**src/rtl/ldpcc_pkg.sv**
```systemverilog
package ldpcc_pkg;
    localparam int FOLD   = 3;
    localparam int N_UTAP = 3;
    localparam int N_VTAP = 2;
    // serial distances of the information and parity taps
    localparam int U_TAPS [N_UTAP] = '{0, 5, 11};
    localparam int V_TAPS [N_VTAP] = '{7, 14};
    // history depth: oldest serial bit any lane reaches
    localparam int HIST   = 14;

    typedef enum logic {
        ST_EMPTY = 1'b0,
        ST_FULL  = 1'b1
    } enc_state_t;
endpackage

```
**src/rtl/ldpcc_fold_delay.sv**
```systemverilog
// Folded delay line: hist[i] holds the serial bit i+1 positions older than
// lane 0 of the current word. Each shift moves FOLD bits in at once, so the
// storage forms FOLD interleaved lines of length DEPTH/FOLD.
module ldpcc_fold_delay #(
    parameter int FOLD  = 3,
    parameter int DEPTH = 14
) (
    input  logic             clk,
    input  logic             rst,
    input  logic             clr,
    input  logic             shift,
    input  logic [FOLD-1:0]  din,
    output logic [DEPTH-1:0] hist
);
    logic [DEPTH-1:0] nxt;

    for (genvar i = 0; i < DEPTH; i++) begin : g_cell
        if (i < FOLD) begin : g_in
            assign nxt[i] = din[FOLD-1-i];
        end else begin : g_mv
            assign nxt[i] = hist[i-FOLD];
        end
    end

    always_ff @(posedge clk) begin
        if (rst || clr) begin
            hist <= '0;
        end else if (shift) begin
            hist <= nxt;
        end
    end

    AST_CLR_ZERO: assert property (@(posedge clk) disable iff (rst)
        clr |=> (hist == '0));

    AST_HOLD_IDLE: assert property (@(posedge clk) disable iff (rst)
        (!shift && !clr) |=> $stable(hist));
endmodule

```
**src/rtl/ldpcc_parity_lane.sv**
```systemverilog
// One lane of the replicated parity XOR tree. The tap positions are fixed
// because the fold equals the code period.
module ldpcc_parity_lane
    import ldpcc_pkg::*;
#(
    parameter int LANE = 0
) (
    input  logic [FOLD-1:0] u_now,
    input  logic [HIST-1:0] u_hist,
    input  logic [HIST-1:0] v_hist,
    output logic            v_out
);
    logic [N_UTAP-1:0] ub;
    logic [N_VTAP-1:0] vb;

    for (genvar t = 0; t < N_UTAP; t++) begin : g_ut
        if (U_TAPS[t] <= LANE) begin : g_cur
            assign ub[t] = u_now[LANE-U_TAPS[t]];
        end else begin : g_old
            assign ub[t] = u_hist[U_TAPS[t]-LANE-1];
        end
    end

    // parity taps always reach into earlier words (min distance > FOLD-1)
    for (genvar t = 0; t < N_VTAP; t++) begin : g_vt
        assign vb[t] = v_hist[V_TAPS[t]-LANE-1];
    end

    assign v_out = (^ub) ^ (^vb);
endmodule

```
**src/rtl/ldpcc_ctrl.sv**
```systemverilog
module ldpcc_ctrl
    import ldpcc_pkg::*;
(
    input  logic clk,
    input  logic rst,
    input  logic flush,
    input  logic in_valid,
    input  logic out_ready,
    output logic in_ready,
    output logic accept,
    output logic out_valid
);
    enc_state_t state, state_nxt;

    always_ff @(posedge clk) begin
        if (rst) begin
            state <= ST_EMPTY;
        end else begin
            state <= state_nxt;
        end
    end

    always_comb begin
        state_nxt = state;
        if (flush) begin
            state_nxt = ST_EMPTY;
        end else begin
            unique case (state)
                ST_EMPTY: if (in_valid) state_nxt = ST_FULL;
                ST_FULL:  if (out_ready && !in_valid) state_nxt = ST_EMPTY;
                default:  state_nxt = ST_EMPTY;
            endcase
        end
    end

    always_comb begin
        out_valid = (state == ST_FULL);
        in_ready  = !flush && ((state == ST_EMPTY) || out_ready);
        accept    = in_valid && in_ready;
    end

    AST_LATENCY: assert property (@(posedge clk) disable iff (rst)
        accept |=> out_valid);

    AST_STALL_BLOCKS: assert property (@(posedge clk) disable iff (rst)
        (out_valid && !out_ready) |-> !in_ready);

    AST_FULL_RATE: assert property (@(posedge clk) disable iff (rst)
        (out_ready && !flush) |-> in_ready);

    AST_FLUSH_DROP: assert property (@(posedge clk) disable iff (rst)
        flush |=> !out_valid);
endmodule

```
**src/rtl/ldpcc_fold_enc.sv**
```systemverilog
module ldpcc_fold_enc
    import ldpcc_pkg::*;
(
    input  logic                clk,
    input  logic                rst,
    input  logic                flush,
    input  logic                in_valid,
    output logic                in_ready,
    input  logic [FOLD-1:0]     in_info,
    output logic                out_valid,
    input  logic                out_ready,
    output logic [2*FOLD-1:0]   out_word
);
    logic            accept;
    logic [HIST-1:0] u_hist;
    logic [HIST-1:0] v_hist;
    logic [FOLD-1:0] v_now;

    ldpcc_ctrl u_ctrl (
        .clk       (clk),
        .rst       (rst),
        .flush     (flush),
        .in_valid  (in_valid),
        .out_ready (out_ready),
        .in_ready  (in_ready),
        .accept    (accept),
        .out_valid (out_valid)
    );

    ldpcc_fold_delay #(.FOLD(FOLD), .DEPTH(HIST)) u_dly_info (
        .clk   (clk),
        .rst   (rst),
        .clr   (flush),
        .shift (accept),
        .din   (in_info),
        .hist  (u_hist)
    );

    ldpcc_fold_delay #(.FOLD(FOLD), .DEPTH(HIST)) u_dly_par (
        .clk   (clk),
        .rst   (rst),
        .clr   (flush),
        .shift (accept),
        .din   (v_now),
        .hist  (v_hist)
    );

    for (genvar j = 0; j < FOLD; j++) begin : g_lane
        ldpcc_parity_lane #(.LANE(j)) u_lane (
            .u_now  (in_info),
            .u_hist (u_hist),
            .v_hist (v_hist),
            .v_out  (v_now[j])
        );
    end

    always_ff @(posedge clk) begin
        if (rst || flush) begin
            out_word <= '0;
        end else if (accept) begin
            out_word <= {v_now, in_info};
        end
    end

    AST_INFO_PASS: assert property (@(posedge clk) disable iff (rst)
        accept |=> (out_word[FOLD-1:0] == $past(in_info)));

    AST_HOLD_WORD: assert property (@(posedge clk) disable iff (rst)
        (out_valid && !out_ready && !flush) |=> (out_valid && $stable(out_word)));
endmodule

```
**config.mk**
```make
export PLATFORM = sky130hd
export DESIGN_NAME = ldpcc_fold_enc
export DESIGN_NICKNAME = d
export VERILOG_FILES = /design/src/rtl/ldpcc_pkg.sv /design/src/rtl/ldpcc_fold_delay.sv /design/src/rtl/ldpcc_parity_lane.sv /design/src/rtl/ldpcc_ctrl.sv /design/src/rtl/ldpcc_fold_enc.sv
export SDC_FILE = /design/constraint.sdc
export NUM_CORES = 1
export LEC_CHECK = 0
export BUFFER_PORTS_ARGS = -buffer_cell sky130_fd_sc_hd__buf_4
export CORE_MARGIN = 2
export CORE_UTILIZATION = 45
export CTS_BUF_LIST = sky130_fd_sc_hd__clkbuf_8
export DETAILED_ROUTE_END_ITERATION = 8
export GPL_ROUTABILITY_DRIVEN = 0
export PLACE_DENSITY_LB_ADDON = 0.3
export SLEW_MARGIN = 20
export SYNTH_ARGS = -nofsm -noshare
export SYNTH_HDL_FRONTEND = slang
export SYNTH_SLANG_ARGS = --single-unit
```
**constraint.sdc**
```tcl
create_clock -name clk -period 1.5 [get_ports clk]
set_clock_uncertainty 0.2 [all_clocks]
set_input_delay 0.075 -clock clk [delete_from_list [all_inputs] [get_ports clk]]
set_output_delay 0.075 -clock clk [all_outputs]
set_load 0.05 [all_outputs]
```
### Word level (Yosys, flattened, before mapping)

Index checks and enable logic that the tools add are counted.

| storage, ports and cells | value |
|---|---|
| register bits | 32 |
| input bits | 8 |
| output and inout bits | 8 |
| word-level logic and storage cells | 25 |

| operators by class | value |
|---|---|
| muxes and demuxes | 3 |
| bitwise gates (word level) | 4 |
| reductions and logical operators | 14 |

Operator list:

| cell | number |
|---|---|
| $reduce_xor 3->1 | 3 |
| $reduce_xor 2->1 | 3 |
| $logic_and 1x1->1 | 3 |
| $xor 1x1->1 | 3 |
| $logic_not 1->1 | 2 |
| $logic_or 1x1->1 | 2 |
| $mux 1 | 2 |
| $pmux 1 s2 | 1 |
| $reduce_or 2->1 | 1 |
| $not 1->1 | 1 |

### Longest topological paths before layout

| depth | value |
|---|---|
| word-level depth | 4 |
| gate-level depth with buffers | 6 |
| depth with buffers taken out | 4 |

### Hierarchy

Synthesis repeated with hierarchy kept, for this count alone.

| unflattened totals | value |
|---|---|
| cell total of the unflattened synthesis | 130 |
| area, all modules | 1441.4 sq um |

Modules (own cells, without submodules):

| module | times used | cells an instance | area an instance (sq um) |
|---|---|---|---|
| ldpcc_fold_delay | 2 | 47 | 520.5 |
| ldpcc_fold_enc | 1 | 21 | 219.0 |
| ldpcc_parity_lane | 3 | 3 | 40.0 |
| ldpcc_ctrl | 1 | 6 | 61.3 |

### Least setup slack after synthesis

Ideal clock, no wire load.

| timing | value |
|---|---|
| path type | register to register |
| from | reg u_ctrl.state (netlist: u_ctrl.out_valid) |
| to | reg u_dly_info.hist[3] |
| setup time | 0.127 ns |
| arrival | 1.282 ns |
| data required time | 1.173 ns |
| path slack | -0.109 ns |
| cell stages (with the launch flop) | 7 |
| buffers on the path | 2 |
| period minus slack after synthesis | 1.609 ns |
| path through | dfxtp_1 -> nand2b_1 -> and2_1 -> buf_4 -> buf_4 -> nand2_1 -> a21oi_1 |

| on the way | value |
|---|---|
| longest elaborated chain between the ends | 4 |

RTL lines:

| item | RTL line | text |
|---|---|---|
| start: declaration | ldpcc_ctrl.sv:13 | `enc_state_t state, state_nxt;` |
| start signal: assignment | ldpcc_ctrl.sv:19 | `state <= state_nxt;` |
| $not 1->1 | ldpcc_ctrl.sv:38 | `in_ready = !flush && ((state == ST_EMPTY) \|\| out_ready);` |
| $logic_or 1x1->1 | ldpcc_ctrl.sv:38 |  |
| $logic_and 1x1->1 | ldpcc_ctrl.sv:38 |  |
| $logic_and 1x1->1 | ldpcc_ctrl.sv:39 | `accept = in_valid && in_ready;` |
| end signal: assignment | ldpcc_fold_delay.sv:29 | `hist <= nxt;` |
| end: declaration | ldpcc_fold_delay.sv:13 | `output logic [DEPTH-1:0] hist` |

Every way passes these cells.
A chain may end at the register's enable or synchronous reset.

### Worst setup path after layout

| timing | value |
|---|---|
| from | in in_info[0] |
| to | reg out_word[3] |

| on the way | value |
|---|---|
| longest elaborated chain between the ends | 2 |

RTL lines:

| item | RTL line | text |
|---|---|---|
| start: declaration | ldpcc_fold_enc.sv:9 | `input logic [FOLD-1:0] in_info,` |
| $reduce_xor 3->1 | ldpcc_parity_lane.sv:29 | `assign v_out = (^ub) ^ (^vb);` |
| $xor 1x1->1 | ldpcc_parity_lane.sv:29 |  |
| end signal: assignment | ldpcc_fold_enc.sv:61 | `out_word <= {v_now, in_info};` |
| end: declaration | ldpcc_fold_enc.sv:12 | `output logic [2*FOLD-1:0] out_word` |

Every way passes these cells.

==> flow_summary.toml <==
[power]
p_int_w = 0.000987
p_leak_nw = 0.480
seqPwrFrac_pct = 54.6
switchingPower_w = 0.000293
power_frac_clock_pct = 35.1
p_comb_share_pct = 10.3
p_per_area_nw_per_um2 = 985
peakVddDrop_v = 0.000504
switching_share_pct = 22.9

[critical_path]
arrival_ns = 1.44
rr_worst_depth = 4
r2r_end = "out_word[3]$_SDFFE_PP0P_"
cp_data_required_time_ns = 1.51
crit_fanout = 2
start_kind = "input pin"
reg2reg_from = "u_dly_info.hist[4]$_SDFFE_PP0P_"
critPathCaptureType = "flop"
worstSetupPathType = "in2reg"
ff2ff_setup_slack_ns = 0.09

[clock_tree]
root_buffer = "clkbuf_8"
cts_buffers = 3
insertion_delay_ns = 0.27
cts.sinks = 26
postCtsSetupBuffers = 0
clk_pin_slew_worst_paths_ns = 0.09
ctsLongestPathBuffers = 2
cts_tree = "done"
h-tree-depth = 1

[yosys]
synth_area_um2 = 1090
yosysSeqAreaShare_pct = 47.5
avgSynthCellArea_um2 = 8.23
syn_inst = 133
yosysWarnings = 0
syn_nets = 141
synth.distinct_cells = 15
synth-seq-cells = 26

[layout]
n_antenna_cell = 0
fin_nets = 154
drive_above_1_share_pct = 17.2
final_cell_mix = "nand2_1 (51), dfxtp_1 (25), a21oi_1 (24), buf_4 (15), dlygate4sd3_1 (5)"
multi_input_area_um2 = 485
area.sequential_um2 = 522
fill_cells = 215
syn_to_final_growth_pct = 18.7
layout_commonest_cell = "nand2_1"

[floorplanning]
boundaryPins = 16
die_h_um = 53.3
start_util_pct = 48.6
die_area_um2 = 2840
rows = 17
fp.dieW_um = 53.3
core_um2 = 2250

[timing]
slew_viol_final = 0
min_period_over_period_pct = 95.6
finalSetupViolCount = 0
fin_ws_ns = 0.0661
fin_tns_setup_ns = 0
clock.fmax_ghz = 0.697
fin_hold_ws_ns = 0.157
tightestPinTransition_ns = 0.473
hold_viol = 0
slew_headroom_pct = 68.4
rsz0062_at_grt = "no"
layout_min_cycle_time_ns = 1.43

[global_route]
grt_max_degree = 27
grt_pass1_wl_um = 3080
first_global_vias = 747
grt_usage_pct = 15.1
antenna_found_initial = 0
grt.overflow.total = 0

[hold_path]
holdPathStages = 3
hp-start = "rst"
min_path_type = "in2reg"
whs_endpoint = "out_word[3]$_SDFFE_PP0P_"

[placed_design]
dpl.hpwl_um = 1240
io_buffer_count = 15
dp_slack_ns = 0.122

[drt]
first_pass_iters = 4
drt-initial-drc-count = 10
wire_per_inst_um = 11.0
ant_nets = 0
drt-total-wl_um = 1910
vias = 848
route.detailed.drc = 0
routed_via_density = 4.90

[run]
cap_violations = 0

[run_status]
status = "finished clean"
-- synth_stat cells --
master | instances | area, um^2
clkbuf_1 | 1 | 3.75
or2_2 | 1 | 6.26
a21oi_2 | 1 | 8.76
buf_4 | 9 | 67.6
xnor3_1 | 3 | 67.6
xnor2_1 | 3 | 26.3
nor2_1 | 3 | 11.3
nand2_1 | 51 | 191
nand2b_1 | 1 | 6.26
dfxtp_1 | 26 | 521
buf_2 | 4 | 20.0
a21oi_1 | 24 | 120
xor2_1 | 3 | 26.3
and2_1 | 1 | 6.26
nor2b_1 | 2 | 12.5
-- cell type report --
cell class / instances / share of cell area, %
multi-input combinational: 93 / 37.3
tap: 28 / 2.69
sequential: 26 / 40.1
clock buffer: 4 / 4.23
timing repair buffer: 22 / 15.6
-- stage by stage --
stage | area [um^2] | util (%) | cells | power (W)
after floorplan | 1100 | - | 133 | 0.000801
after global placement | 1190 | 52.9 | 164 | 0.000837
after detailed placement | 1190 | 52.9 | 164 | 0.000838
after CTS | 1300 | 57.5 | 173 | 0.00130
after global routing | 1300 | 57.7 | 173 | 0.00134
final | 1300 | 57.7 | 173 | 0.00128
-- worst max-delay path, cell delays in order --
cell	delay (ns)
dlygate4sd3_1	0.53
buf_4	0.14
xnor3_1	0.33
xnor2_1	0.16
nand2_1	0.08
a21oi_2	0.12
-- per-layer routing --
layer | track usage (%) | vias up | share of wire (%)
li1 | - | 438 | -
met1 | 17.0 | 395 | 46
met2 | 25.1 | 11 | 48
met3 | 4.24 | 4 | 4.2
met4 | 8.97 | 0 | 1.2
met5 | 0 | - | 0
-- sequential cells by signal (all words and copies together) (netlist names) --
register and flops:
u_dly_par.hist 12, u_dly_info.hist 8, out_word 5, u_ctrl.out_valid 1
-- how the worst max path moves through the flow --
stage	to	start	cells after the start	slack [ns]
after detailed placement	u_dly_par.hist[0]$_SDFFE_PP0P_	u_dly_par.hist[11]$_SDFFE_PP0P_	4	0.12
after CTS	out_word[4]$_SDFFE_PP0P_	in_info[1]	6	0.02
after floorplan	in_ready	u_ctrl.out_valid$_SDFF_PP0_	2	0.01
after global routing	out_word[1]$_SDFFE_PP0P_	in_valid	7	0.01
after global placement	out_word[3]$_SDFFE_PP0P_	u_dly_info.hist[4]$_SDFFE_PP0P_	4	0.16
final	out_word[3]$_SDFFE_PP0P_	in_info[0]	6	0.07
-- power by group through the flow --
stage	logic (W)	clock network, W	registers (W)
finish	0.000132	0.000449	0.000699
global placement	0.000121	0	0.000715
detailed placement	0.000122	0	0.000715
floorplan	0.0000826	0	0.000719
global route	0.000143	0.000492	0.000700
CTS	0.000133	0.000463	0.000699
-- cells by family after synthesis --
family	Yosys count	synth area share, %
buffers and inverters	14	8.34
AND/OR/NAND/NOR	59	21.4
XOR/XNOR	9	11.0
flip-flops	26	47.5
AO/OA/AOI/OAI	25	11.8
-- repair_timing --
item / 4_1_cts / 5_1_grt
endpoints found under the setup margin: 0 / 8
endpoints found under the hold margin: 4 / 1
hold buffers: 5 / 1
resized for setup: 0 / 1
Power figures use the tool's default switching activity.
